**config.mk**
```make
export PLATFORM = sky130hd
export DESIGN_NAME = dco_acq
export DESIGN_NICKNAME = d
export VERILOG_FILES = /design/src/rtl/dco_acq_pkg.sv /design/src/rtl/dco_fb_sync.sv /design/src/rtl/dco_win_count.sv /design/src/rtl/dco_acq.sv
export SDC_FILE = /design/constraint.sdc
export NUM_CORES = 1
export LEC_CHECK = 0
export BUFFER_PORTS_ARGS = -buffer_cell sky130_fd_sc_hd__buf_2
export CORE_MARGIN = 4
export CORE_UTILIZATION = 55
export CTS_CLUSTER_SIZE = 16
export DETAILED_ROUTE_END_ITERATION = 8
export PLACE_DENSITY = 0.72
export SLEW_MARGIN = 30
export SYNTH_ARGS = -nofsm -noshare
export SYNTH_HDL_FRONTEND = slang
export SYNTH_HIERARCHICAL = 1
export SYNTH_SLANG_ARGS = --single-unit
```
**constraint.sdc**
```tcl
create_clock -name clk -period 3.2 [get_ports clk]
set_clock_uncertainty 0.1 [all_clocks]
set_input_delay 0.32 -clock clk [delete_from_list [all_inputs] [get_ports clk]]
set_output_delay 0.32 -clock clk [all_outputs]
set_load 0.03 [all_outputs]
```
**src/rtl/dco_acq_pkg.sv**
```systemverilog
package dco_acq_pkg;
    typedef enum logic [1:0] {
        ST_IDLE   = 2'd0,
        ST_SEARCH = 2'd1,
        ST_TRACK  = 2'd2
    } acq_state_e;
endpackage

```
**src/rtl/dco_fb_sync.sv**
```systemverilog
// Brings the asynchronous feedback toggle line into the reference domain
// and flags each level change as a one-cycle event.
module dco_fb_sync #(
    parameter int STAGES = 2
) (
    input  logic clk,
    input  logic rst_n,
    input  logic fb_toggle,
    output logic event_o
);
    // chain[STAGES-1] is the last synchronizer flop, chain[STAGES] its delayed copy
    logic [STAGES:0] chain_d, chain_q;

    always_comb begin
        chain_d = {chain_q[STAGES-1:0], fb_toggle};
    end

    always_ff @(posedge clk or negedge rst_n) begin
        if (!rst_n) chain_q <= '0;
        else        chain_q <= chain_d;
    end

    assign event_o = chain_q[STAGES] ^ chain_q[STAGES-1];
endmodule

```
**src/rtl/dco_win_count.sv**
```systemverilog
// Counts feedback events over a fixed window of reference cycles.
module dco_win_count #(
    parameter int WIN_CYC = 16,
    parameter int CNT_W   = $clog2(WIN_CYC + 1)
) (
    input  logic             clk,
    input  logic             rst_n,
    input  logic             run,
    input  logic             clear,
    input  logic             event_i,
    output logic             done_o,
    output logic [CNT_W-1:0] count_o
);
    localparam int CYC_W = (WIN_CYC > 1) ? $clog2(WIN_CYC) : 1;
    localparam logic [CYC_W-1:0] CYC_LAST = CYC_W'(WIN_CYC - 1);

    typedef struct packed {
        logic [CYC_W-1:0] cyc;
        logic [CNT_W-1:0] cnt;
    } win_t;

    win_t win_d, win_q;

    assign done_o  = run && (win_q.cyc == CYC_LAST);
    // the event seen in the last cycle still belongs to this window
    assign count_o = win_q.cnt + CNT_W'(event_i);

    always_comb begin
        win_d = win_q;
        if (clear) begin
            win_d = '0;
        end else if (run) begin
            if (done_o) begin
                win_d = '0;
            end else begin
                win_d.cyc = win_q.cyc + 1'b1;
                win_d.cnt = win_q.cnt + CNT_W'(event_i);
            end
        end
    end

    always_ff @(posedge clk or negedge rst_n) begin
        if (!rst_n) win_q <= '0;
        else        win_q <= win_d;
    end
endmodule

```
**src/rtl/dco_acq.sv**
```systemverilog
// Oscillator tuning controller: counter-based binary search, then
// single-bit bang-bang tracking.
module dco_acq
    import dco_acq_pkg::*;
#(
    parameter int CODE_W   = 5,
    parameter int WIN_CYC  = 16,
    parameter int TGT_W    = 8,
    parameter int TGT_FRAC = 4,
    parameter int SYNC_STG = 2
) (
    input  logic              clk,
    input  logic              rst_n,
    input  logic              start,
    input  logic              fb_toggle,
    input  logic [TGT_W-1:0]  target,
    input  logic [CODE_W-1:0] init_step,
    input  logic              pd_late,
    output logic [CODE_W-1:0] tune_code,
    output logic              locked
);
    localparam int CNT_W = $clog2(WIN_CYC + 1);
    localparam int THR_W = TGT_W + $clog2(WIN_CYC + 1) + 1;
    localparam logic [CODE_W-1:0] CODE_MID = {1'b1, {(CODE_W-1){1'b0}}};
    localparam logic [CODE_W-1:0] CODE_MAX = '1;
    localparam logic [CODE_W-1:0] CODE_MIN = '0;

    typedef struct packed {
        acq_state_e        st;
        logic [CODE_W-1:0] code;
        logic [CODE_W-1:0] step;
        logic              lock;
    } ctrl_t;

    ctrl_t ctrl_d, ctrl_q;

    logic             fb_event;
    logic             win_run, win_clear, win_done;
    logic [CNT_W-1:0] win_count;
    logic [THR_W-1:0] thr;
    logic [CODE_W:0]  up_sum;
    logic [CODE_W-1:0] step_q;

    dco_fb_sync #(.STAGES(SYNC_STG)) u_sync (
        .clk       (clk),
        .rst_n     (rst_n),
        .fb_toggle (fb_toggle),
        .event_o   (fb_event)
    );

    assign win_run   = (ctrl_q.st == ST_SEARCH) && !start;
    assign win_clear = start || (ctrl_q.st != ST_SEARCH);

    dco_win_count #(.WIN_CYC(WIN_CYC), .CNT_W(CNT_W)) u_win (
        .clk     (clk),
        .rst_n   (rst_n),
        .run     (win_run),
        .clear   (win_clear),
        .event_i (fb_event),
        .done_o  (win_done),
        .count_o (win_count)
    );

    assign thr    = (THR_W'(target) * THR_W'(WIN_CYC)) >> TGT_FRAC;
    assign up_sum = {1'b0, ctrl_q.code} + {1'b0, ctrl_q.step};
    assign step_q = ctrl_q.step;

    always_comb begin
        ctrl_d = ctrl_q;
        unique case (ctrl_q.st)
            ST_SEARCH: begin
                if (win_done) begin
                    if (THR_W'(win_count) < thr) begin
                        ctrl_d.code = up_sum[CODE_W] ? CODE_MAX : up_sum[CODE_W-1:0];
                    end else if (THR_W'(win_count) > thr) begin
                        ctrl_d.code = (ctrl_q.step > ctrl_q.code) ? CODE_MIN
                                                                  : ctrl_q.code - ctrl_q.step;
                    end
                    if (ctrl_q.step <= CODE_W'(1)) begin
                        ctrl_d.st   = ST_TRACK;
                        ctrl_d.lock = 1'b1;
                    end else begin
                        ctrl_d.step = ctrl_q.step >> 1;
                    end
                end
            end
            ST_TRACK: begin
                if (pd_late) begin
                    if (ctrl_q.code != CODE_MAX) ctrl_d.code = ctrl_q.code + 1'b1;
                end else begin
                    if (ctrl_q.code != CODE_MIN) ctrl_d.code = ctrl_q.code - 1'b1;
                end
            end
            default: ;
        endcase
        if (start) begin
            ctrl_d.st   = ST_SEARCH;
            ctrl_d.code = CODE_MID;
            ctrl_d.step = init_step;
            ctrl_d.lock = 1'b0;
        end
    end

    always_ff @(posedge clk or negedge rst_n) begin
        if (!rst_n) begin
            ctrl_q.st   <= ST_IDLE;
            ctrl_q.code <= CODE_MID;
            ctrl_q.step <= '0;
            ctrl_q.lock <= 1'b0;
        end else begin
            ctrl_q <= ctrl_d;
        end
    end

    assign tune_code = ctrl_q.code;
    assign locked    = ctrl_q.lock;
endmodule

```
=== Word-level counts from Yosys, hierarchy flattened ===
Index checks and enable logic that the tools add are counted.

* Bitwise logic cells: 1
* Add/subtract/negate cells: 6
* $lt $le $gt $ge: 4
* Reduce and logical (&&, ||, !) cells: 13
* Muxes and demuxes: 18
* Equality and inequality tests: 10

{| class="wikitable"
|+ Operator list
! cell !! count
|-
| two-way mux 5 bit || 8
|-
| two-way mux 9 bit || 3
|-
| two-way mux 13 bit || 2
|-
| case mux 5 bit (2 select lines) || 1
|-
| greater-than comparator 5 x 8 -> 1 bit || 1
|-
| less-than comparator 5 x 8 -> 1 bit || 1
|-
| != test 4 bit (second input constant) || 2
|-
| nonzero test 2 bit || 4
|-
| adder 5 x 5 -> 6 bit || 1
|-
| two-way mux 6 bit || 1
|-
| AND reduction 3 bit || 2
|-
| adder 5 x 1 -> 5 bit || 1
|-
| adder 5 x 1 -> 5 bit (second input constant) || 1
|-
| greater-than comparator 5 bit || 1
|-
| less-or-equal comparator 5 x 1 -> 1 bit (second input constant) || 1
|-
| != test 5 bit (second input constant) || 1
|-
| AND reduction 5 bit || 1
|-
| nonzero test 5 bit || 1
|-
| subtractor 5 x 1 -> 5 bit (second input constant) || 1
|-
| subtractor 5 bit || 1
|-
| adder 4 x 1 -> 4 bit (second input constant) || 1
|-
| equality test 4 bit (second input constant) || 1
|-
| two-way mux 2 bit || 2
|-
| != test 4 x 2 -> 1 bit (second input constant) || 1
|-
| other kinds (11) || 12
|}

* Word-level logic and storage cells: 59
* Output and inout bits: 6
* Bits of input ports: 18
* Register bits: 25

=== Depth between registers and ports, before layout ===
Gate-level depths: netlist of the first run.

* Depth in word-level cells: 8
* Depth in mapped cells: 12
* Mapped depth without buffers: 12

=== Hierarchy ===
Netlist of the first run, hierarchy kept.

{| class="wikitable"
|+ By module, submodules not included
! module !! cells each !! times used !! area each (um^2)
|-
| dco_acq || 178 || 1 || 1502.7
|-
| dco_win_count || 41 || 1 || 462.9
|-
| dco_fb_sync || 4 || 1 || 83.8
|}

=== Worst setup path before layout of the first run ===
OpenSTA, ideal clock, no wires.

* Kind: register -> register
* Start point: register u_sync.chain_q[1]
* End point: register ctrl_q (netlist bit tune_code[1])
* Clock period less this slack: 2.826 ns
* Arrival time: 2.623 ns
* Required time: 2.996 ns
* Path slack: 0.374 ns
* Cell stages (with the launch flop): 13
* Path buffers: 0
* Cell sequence: dfrtp_1 -> xor2_1 -> ha_1 -> ha_1 -> nand3_1 -> xnor2_2 -> ha_1 -> nor2_1 -> nor4_4 -> o21ai_2 -> o41ai_4 -> nor2_1 -> a221oi_1

* Cells in the longest elaborated chain, start to end: 7

{| class="wikitable"
|+ RTL lines
! item !! RTL line !! RTL
|-
| start: declaration || dco_fb_sync.sv:12 || <nowiki>logic [STAGES:0] chain_d, chain_q;</nowiki>
|-
| start signal: assignment || dco_fb_sync.sv:20 || <nowiki>else chain_q <= chain_d;</nowiki>
|-
| XOR 1 bit (*) || dco_fb_sync.sv:23 || <nowiki>assign event_o = chain_q[STAGES] ^ chain_q[STAGES-1];</nowiki>
|-
| net fb_event || dco_acq.sv:37 || <nowiki>logic fb_event;</nowiki>
|-
| adder 5 x 1 -> 5 bit (*) || dco_win_count.sv:26 || <nowiki>assign count_o = win_q.cnt + CNT_W'(event_i);</nowiki>
|-
| net win_count[4] || dco_acq.sv:39 || <nowiki>logic [CNT_W-1:0] win_count;</nowiki>
|-
| less-than comparator 5 x 8 -> 1 bit || dco_acq.sv:73 || <nowiki>if (THR_W'(win_count) < thr) begin</nowiki>
|-
| two-way mux 5 bit || dco_acq.sv:73 ||
|-
| two-way mux 13 bit || dco_acq.sv:72 || <nowiki>if (win_done) begin</nowiki>
|-
| case mux 5 bit (2 select lines) || dco_acq.sv:70 || <nowiki>unique case (ctrl_q.st)</nowiki>
|-
| two-way mux 13 bit || dco_acq.sv:96 || <nowiki>if (start) begin</nowiki>
|-
| end signal: assignment || dco_acq.sv:111 || <nowiki>ctrl_q <= ctrl_d;</nowiki>
|-
| end: declaration || dco_acq.sv:35 || <nowiki>ctrl_t ctrl_d, ctrl_q;</nowiki>
|}

The timed path passes the listed nets; every way through them passes the cells marked *. The select of a mux whose other input is x is not followed.
A chain may end at the register's enable or synchronous reset.

=== Worst setup path after layout of the first run ===
* Start point: register u_sync.chain_q[1]
* End point: register ctrl_q (netlist bit tune_code[4])

The elaborated chain is that of the path after synthesis.

==> results.md, run 1 <==
- For this block, the via count after detailed routing is 1651.
- From bottom edge to top edge, the die measures 69.0 um.
- The pre-CTS setup slack is 0.181 ns.
- Once the floorplan was initialized, standard cells occupied 59.1% of the core.
- The depth of the CTS H-tree is 1.
- The startpoint of the tightest hold check path is fb_toggle.
- The number of detailed-routing iterations run before antenna repair is 4.
- The latest clock arrival within the worst-skew pair is 0.27 ns.
- Summing every instance area after synthesis gives 2050 sq um.
- The longest clock path from root to sink contains 2 buffers.
- The count of final setup violators is 0.
- The capture instance of the worst register-to-register path is tune_code[4].
- The endpoint of the worst hold path is u_sync/chain_q[0].
- The dominant synthesized flop cell is dfrtp_1.
- After synthesis, the cell types taking the most area are dfrtp_1, ha_1, inv_1, a21oi_1, fa_1.
- Entering global routing, the biggest net connects 25 pins.
- The number of standard cells in the layout, taps in and fillers out is 287.
- The final count of pins violating max slew came to 0.
- In the synthesized netlist the async set-or-reset flop fraction comes to 100%.
- In the global route stage, overall resource usage came out at 17.8%.
- STA classifies the critical path startpoint as a flip-flop.
- The synthesized design spends more area on one cell type than any other, namely dfrtp_1.
- The transition time at the pin with the least slew margin is 0.538 ns.
- Of the total synthesized cell area, the portion taken by full adders, half adders and majority gates is 15.8%.
- The dominant combinational cell family by area after synthesis is compound AO/OA/AOI/OAI gates.
- The area share of xor/xnor cells in the synthesized design is 5.01%.
- The max-cap violation count is 0.
- The mean instance size in the synthesized netlist is 9.19 sq um.
- The worst hold path stage count is 1.
- The number of buffers created by CTS is 3.
- The number of global-route vias before repair is 1547.
- For this run, the post-layout net count is 284.
- Adding up every negative setup slack in the final design gives 0 ns.
- Across all hold checks on the routed design, the worst slack comes to 0.0492 ns.
- In this run the worst path has a maximum fanout of 8.
- The synthesized netlist devotes 24.1% of its cell area to compound gates.
- For this block, the routed nets add up to 4.35 mm of wire.
- Once routing completed, OpenROAD measured the worst setup slack at 0.170 ns.
- For this run, the register share of the synthesized area comes to 29.4%.
- 24 I/O pins were placed.
- The class of the tightest hold or removal check is in -> reg.
- The number of enable-type register cells in the synthesized netlist is 0.
- The shortest clock period the worst path allows after layout is 3.03 ns.
- The layout-stage area growth over the synthesis result is 9.77%.
- Clock tree synthesis found a total of 24 sinks.
- The cell depth of the worst flop-to-flop path is 12.
- The detail route stage leaves a number of antenna-violating nets equal to 0.
- The analysis attributes to cell leakage a power of 1.10 nW.
- The count of standard-cell rows is 21.
- Timing would allow up to 0.330 GHz.
- The number of antenna repair diodes is 0.
- For this run, the number of Yosys warnings is 6.
- The net count of the mapped netlist is 265.
- The number of instances in the synthesized netlist is 223.
- The flow ran to the end, and the final reports show no timing, DRC or antenna violations.
- The clock edge transition at the registers on the reported setup and hold paths is 0.09 ns.
- The detail-routed via count per cell is 5.75.
- The number of hold-slack violations in the final timing report was 0.
- The worst pin sits at a relative slew slack of 63.6%.
- The cell total after placement is 282.
- The tree is rooted in a clkbuf_8.
- The count of buffers from port buffering is 23.
- In this run the horizontal extent of the chip is 69.0 um.
- For this block, the initial DRC count from the detailed router was 124.
- The fraction of synthesized cell area taken by the top area cell type is 28.1%.
- Summed over all nets, the half-perimeter wirelength after detailed placement is 3.38 mm.
- The remaining global-route overflow is 0.
- The worst path required time is 3.31 ns.
- The reg2reg setup slack is 0.17 ns.
- The congestion estimate from routability-driven global placement came to 0.957.
- The overall die area is 4770 sq um.
- The number of antenna violations at the first check in global routing is 0.
- For this design the ratio of total power to cell area is 433 nW/um^2.
- The worst register-to-register path begins at u_sync/chain_q[1].
- In this run the standard cell core region covers 3470 sq um.
- TritonCTS built the clock tree.
- For this run, design rule violations remaining after detail routing come to 0.
- The routed length per instance is 15.1 um.
- The worst path uses 94.7% of the clock period.
- The mux share of post-synthesis cell area is 0.977%.
- The capturing element type of the critical path is a flip-flop.
- The global-route wire length before repair is 7.12 mm.
- The number of different library cells used by synthesis comes to 65.
- The worst setup path is of the reg -> reg kind.
- The layout cell share with drive strength beyond 1 is 20.3%.
- The share of the core filled with cells in the final layout is 64.9%.
- After Yosys synthesis, and, or, nand and nor cells account for 16.2% of the synthesized area.
- The maximum ir drop on the vdd rail is 0.383 mV.
- Data on the critical path arrives at its endpoint at 3.14 ns.
- The synthesized design contains 24 register bits.
-- flip-flops by register name, summed over array words and instances, names as in the netlist --
name,cells
u_win/win_q,9
ctrl_q,2
tune_code,5
u_sync/chain_q,3
step_q,5
-- worst max-delay path, cell delays in order, from the launching register on --
cell and delay, ns:
dfrtp_1 0.39, xor2_1 0.16, ha_1 0.19, ha_2 0.22, nand3_1 0.12, xnor2_2 0.16
ha_2 0.33, nor2_1 0.06, or4_1 0.49, a21oi_4 0.24, o41ai_1 0.12, o221a_1 0.26
o21ai_1 0.11
-- where the power goes --
group	switching (mW)	internal, mW
sequential	0.0345	0.326
clock	0.100	0.167
combinational	0.202	0.145
-- layout by cell type (no fill, tap or decap), types with 4 or more instances in the layout --
cell | synthesis | layout
nor3_1 | 5 | 5
o21ai_0 | 4 | 4
nand2_1 | 16 | 16
nand3_1 | 8 | 8
a21o_1 | 4 | 4
dfrtp_1 | 23 | 23
a211oi_1 | 4 | 4
inv_1 | 20 | 20
nor2_1 | 14 | 14
ha_1 | 21 | 19
a32o_1 | 4 | 4
o21ai_1 | 6 | 6
xor2_1 | 6 | 6
a21oi_1 | 12 | 12
inv_2 | 4 | 4
buf_2 | 1 | 23
-- cells by family after synthesis --
| group | count (synthesis) |
|---|---|
| AO/OA/AOI/OAI | 64 |
| multiplexers | 2 |
| AND/OR/NAND/NOR | 63 |
| flip-flops | 24 |
| buffers and inverters | 36 |
| adder cells (fa/ha/maj) | 24 |
| XOR/XNOR | 10 |
-- metal layers --
| metal | vias to the layer above | track usage (%) | part of all wire, % |
|---|---|---|---|
| met5 | - | 0 | 0 |
| met4 | 0 | 4.56 | 0.90 |
| met3 | 5 | 2.33 | 4.1 |
| met2 | 39 | 27.1 | 46 |
| met1 | 772 | 26.6 | 49 |
| li1 | 835 | - | - |
-- how the worst max path moves through the flow --
stage | from | endpoint | slack, ns | depth (start not counted)
floorplan | u_sync/chain_q[1] | tune_code[1] | 0.37 | 12
global placement | u_sync/chain_q[1] | tune_code[4] | 0.26 | 12
detailed placement | u_sync/chain_q[1] | tune_code[4] | 0.18 | 12
CTS | u_sync/chain_q[1] | tune_code[4] | 0.16 | 12
global route | u_sync/chain_q[1] | tune_code[4] | -0.01 | 12
finish | u_sync/chain_q[1] | tune_code[4] | 0.17 | 12
-- synthesized netlist by cell type (3+ instances only) --
cell,count
dfrtp_1,23
xor2_1,6
a21o_1,4
fa_1,3
a211oi_1,4
o21ai_0,4
nand2_1,16
buf_4,5
o21ai_1,6
o21a_1,3
a32o_1,4
o211ai_1,3
inv_2,4
inv_1,20
nor2_1,14
ha_1,21
a21oi_1,12
nor2b_1,3
nand3_1,8
nor3_1,5
-- layout make-up --
cell class	count	area, sq um
multi-input combinational	163	1290
sequential	24	602
tap	46	57.6
inverter	25	95.1
clock buffer	3	41.3
clock inverter	1	30.0
timing repair buffer	25	133
fill	303	1220
-- per-stage QoR --
stage	area (sq um)	power (mW)
floorplan	2050	0.630
global placement	2150	0.701
detailed placement	2150	0.707
CTS	2230	0.975
global route	2250	1.03
finish	2250	0.974
-- repair_timing --
action | in CTS | in global routing
setup buffers | 0 | 0
hold endpoints to repair | 23 | 0
resized for setup | 0 | 4
setup endpoints to repair | 0 | 4
hold buffers | 1 | 0
(Power assumes the default switching activity.)
==> run 2: changes to the inputs <==
Settings changed: PLACE_DENSITY 0.72 to 0.8.
==> run 2 against run 1 <==
  * Worst hold slack improved by 0.0088 ns
  * Fmax rose by 1.5%
  * Clock power fell by 3%
  * Count of clock-buffer cells in the layout did not move
  * Non-clock buffer count did not move
  * Register-to-register slack improved by 0.05 ns
  * Global-route usage fell by 0.66 points
  * Final cell count did not move
  * Sequential share of layout area rose by 0.075 points
  * First-iteration DRC count rose by 8.9%
  * Flip-flop and latch count did not move
  * Utilization fell by 0.18 points
  * Critical endpoint unchanged
==> results.md, run 2 (same netlist as run 1, synthesis figures left out) <==
- The latest clock arrival within the worst-skew pair is 0.26 ns (about the same).
- The normalized max-slew margin is 65.5% (+1.9 points).
- The max-cap violation count is 0 (unchanged).
- The final weighted congestion in routability-driven placement was 0.936 (-2.1%).
- The vertical extent of the die came to 69.0 um (unchanged).
- The number of clock sinks is 24 (unchanged).
- The post-detailed-route DRC marker count is 0 (unchanged).
- The number of buffers created by CTS is 3 (unchanged).
- Among the stages of the critical path, the cell type that occurs most often is ha_1.
- The worst path required time is 3.30 ns (about the same).
- The cell depth of the worst flop-to-flop path is 12 (unchanged).
- The depth of the CTS H-tree is 1 (unchanged).
- The instance area at placement came to 2150 sq um (unchanged).
- The detail-routed via count per cell is 5.69 (-1.1%).
- The capturing element type of the critical path is a flip-flop.
- The largest register by flop count is u_win/win_q.
- The largest net degree at the start of global routing is 25 (unchanged).
- The maximum fanout count along the critical path is 8 (unchanged).
- The number of flip-flops in the largest register was 9 (unchanged).
- The initial core utilization is 59.1% (unchanged).
- The flow ran to the end, and the final reports show no timing, DRC or antenna violations.
- The final count of pins violating max slew was 0 (unchanged).
- The layout-stage area growth over the synthesis result is 9.46%.
- The overall die area is 4770 sq um (unchanged).
- The leakage power summed over all cells was 1.10 nW (+0.23%).
- The multi-input combinational cell area came to 1280 sq um (-0.48%).
- The transition time at the pin with the least slew margin is 0.518 ns (-0.0198 ns).
- The count of standard-cell rows is 21 (unchanged).
- The reg2reg setup slack is 0.22 ns (+0.05 ns).
- The number of hold-slack violations in the final timing report is 0 (unchanged).
- The endpoint arrival time on the critical path was 3.08 ns (-0.06 ns).
- The final design instance area without fill was 2240 sq um (-0.28%).
- Tracing the worst setup path back leads to its startpoint at u_sync/chain_q[1].
- The remaining global-route overflow was 0 (unchanged).
- The count of buffers from port buffering is 23 (unchanged).
- The clock edge transition at the registers on the reported setup and hold paths is 0.08 ns (about the same).
- The number of nets in the final layout came to 284 (unchanged).
- The power per cell area is 430 nW/um^2 (-0.83%).
- The maximum clock path buffer count is 2 (unchanged).
- The capture instance of the worst register-to-register path is tune_code[4].
- The shortest clock period the worst path allows after layout is 2.98 ns (-0.0456 ns).
- The number of top-level pins was 24 (unchanged).
- The number of antenna repair diodes is 0 (unchanged).
- In this run the critical register-to-register path is launched from u_sync/chain_q[1].
- The routed wire length is 3.99 mm (-8.2%).
- The worst stage delay on the critical path was 0.48 ns (about the same).
- The top cell types in the final layout, fill and taps aside, are dfrtp_1, buf_2, ha_1, inv_1, nand2_1.
- The final worst-path cycle share is 93.3% (-1.4 points).
- Following the worst setup path forward leads to its endpoint at tune_code[4].
- The count of final setup violators is 0 (unchanged).
- The core footprint was 3470 sq um (unchanged).
- The overall track demand over capacity in global routing is 17.2% (-0.66 points).
- The total half-perimeter wirelength after legalization and detailed placement is 3.23 mm (-4.5%).
- The signal on the critical path passes through xor2_1 -> ha_1 -> ha_1 -> nand3_1 -> xnor2_2 -> ha_1 -> nor2_1 -> or4_1 -> a21oi_4 -> o41ai_1 -> o221a_1 -> o21ai_1.
- The number of antenna violations at the first check in global routing is 0 (unchanged).
- The maximum operating frequency is 0.335 GHz (+1.5%).
- The number of detailed-routing iterations run before antenna repair is 4 (unchanged).
- The clock tree root buffer cell is clkbuf_8.
- The count of filler cells inserted in the layout was 306 (+0.99%).
- The die width is 69.0 um (unchanged).
- The layout cell share with drive strength beyond 1 is 19.9% (-0.41 points).
- The final antenna-violating net count came to 0 (unchanged).
- The number of standard cells in the layout, taps in and fillers out is 287 (unchanged).
- The post-CTS repair timing setup buffer count was 0 (unchanged).
- The cell total after placement is 282 (unchanged).
- The global-route wire length before repair is 6.95 mm (-2.4%).
- The number of global-route vias before repair is 1564 (+1.1%).
- The routed length per instance is 13.9 um (-8.2%).
- The class of the tightest hold or removal check is in -> reg.
- The area taken by flip-flops and latches was 602 sq um (unchanged).
- By startpoint and endpoint, the worst setup path is classified as reg -> reg.
- The number of violations reported at the end of detailed-routing iteration 0 is 135 (+8.9%).
- The vias after detailed routing came to 1633 (-1.1%).
- The element type at the critical path start is a flip-flop.
- The TritonCTS clock tree is yes.
- The largest individual stage delay along the critical path comes from the cell or4_1.
- The maximum ir drop on the vdd rail is 0.360 mV (-6.0%).
[run 2: cell counts in the layout (fill, tap and decap cells not counted)]
Identical to the previous run, type by type.
[run 2: worst max-delay path, delay by kind of cell, from the launching register on]
| family | cells | cell delay (ns) |
|---|---|---|
| compound gates | 4 | 0.72 |
| fa+ha+maj | 3 | 0.70 |
| simple gates | 3 | 0.69 |
| flops | 1 | 0.40 |
| xor+xnor | 2 | 0.32 |
[run 2: where the power goes]
part | total [mW] | internal, mW | switching (mW)
registers | 0.358 | 0.326 | 0.0320
clock network | 0.259 | 0.167 | 0.0919
logic | 0.347 | 0.145 | 0.201
[run 2: through the flow]
step                      hold WS (ns)  utilization (%)   TNS, ns  total power, mW  worst slack [ns]
final                           0.0580             64.7         0            0.964             0.215
after global routing            0.0577             64.7  -0.00110             1.03          -0.00110
after floorplan                -0.0756                -         0            0.630             0.374
after CTS                       0.0527             64.3         0            0.969             0.159
after global placement           0.224             61.9         0            0.697             0.262
after detailed placement         0.228             61.9         0            0.704             0.197
[run 2: area by class of cell]
type,instances,area share [%]
multi-input combinational,163,57.3
sequential,24,26.8
timing repair buffer,25,5.91
inverter,25,4.24
tap,46,2.57
clock buffer,3,1.84
clock inverter,1,1.34
[run 2: how the worst min path moves through the flow]
stage / startpoint / end / depth (start not counted)
CTS: fb_toggle / u_sync/chain_q[0] / 1
global route: fb_toggle / u_sync/chain_q[0] / 1
finish: fb_toggle / u_sync/chain_q[0] / 1
floorplan: rst_n / ctrl_q[11] / 0
detailed placement: rst_n / step_q[3] / 1
global placement: rst_n / step_q[3] / 1
[run 2: what timing repair did]
| action | 4_1_cts | 5_1_grt |
|---|---|---|
| hold buffers | 1 | 0 |
| gates resized for setup | 0 | 2 |
| setup endpoints to repair | 0 | 4 |
| endpoints found under the hold margin | 23 | 0 |
[run 2: per-layer routing]
metal | GRT usage (%) | wire length, um | vias up
met5 | 0 | 0 | -
met3 | 1.45 | 165 | 2
met1 | 25.2 | 1920 | 768
met4 | 4.56 | 17 | 0
li1 | - | - | 840
met2 | 27.1 | 1890 | 23
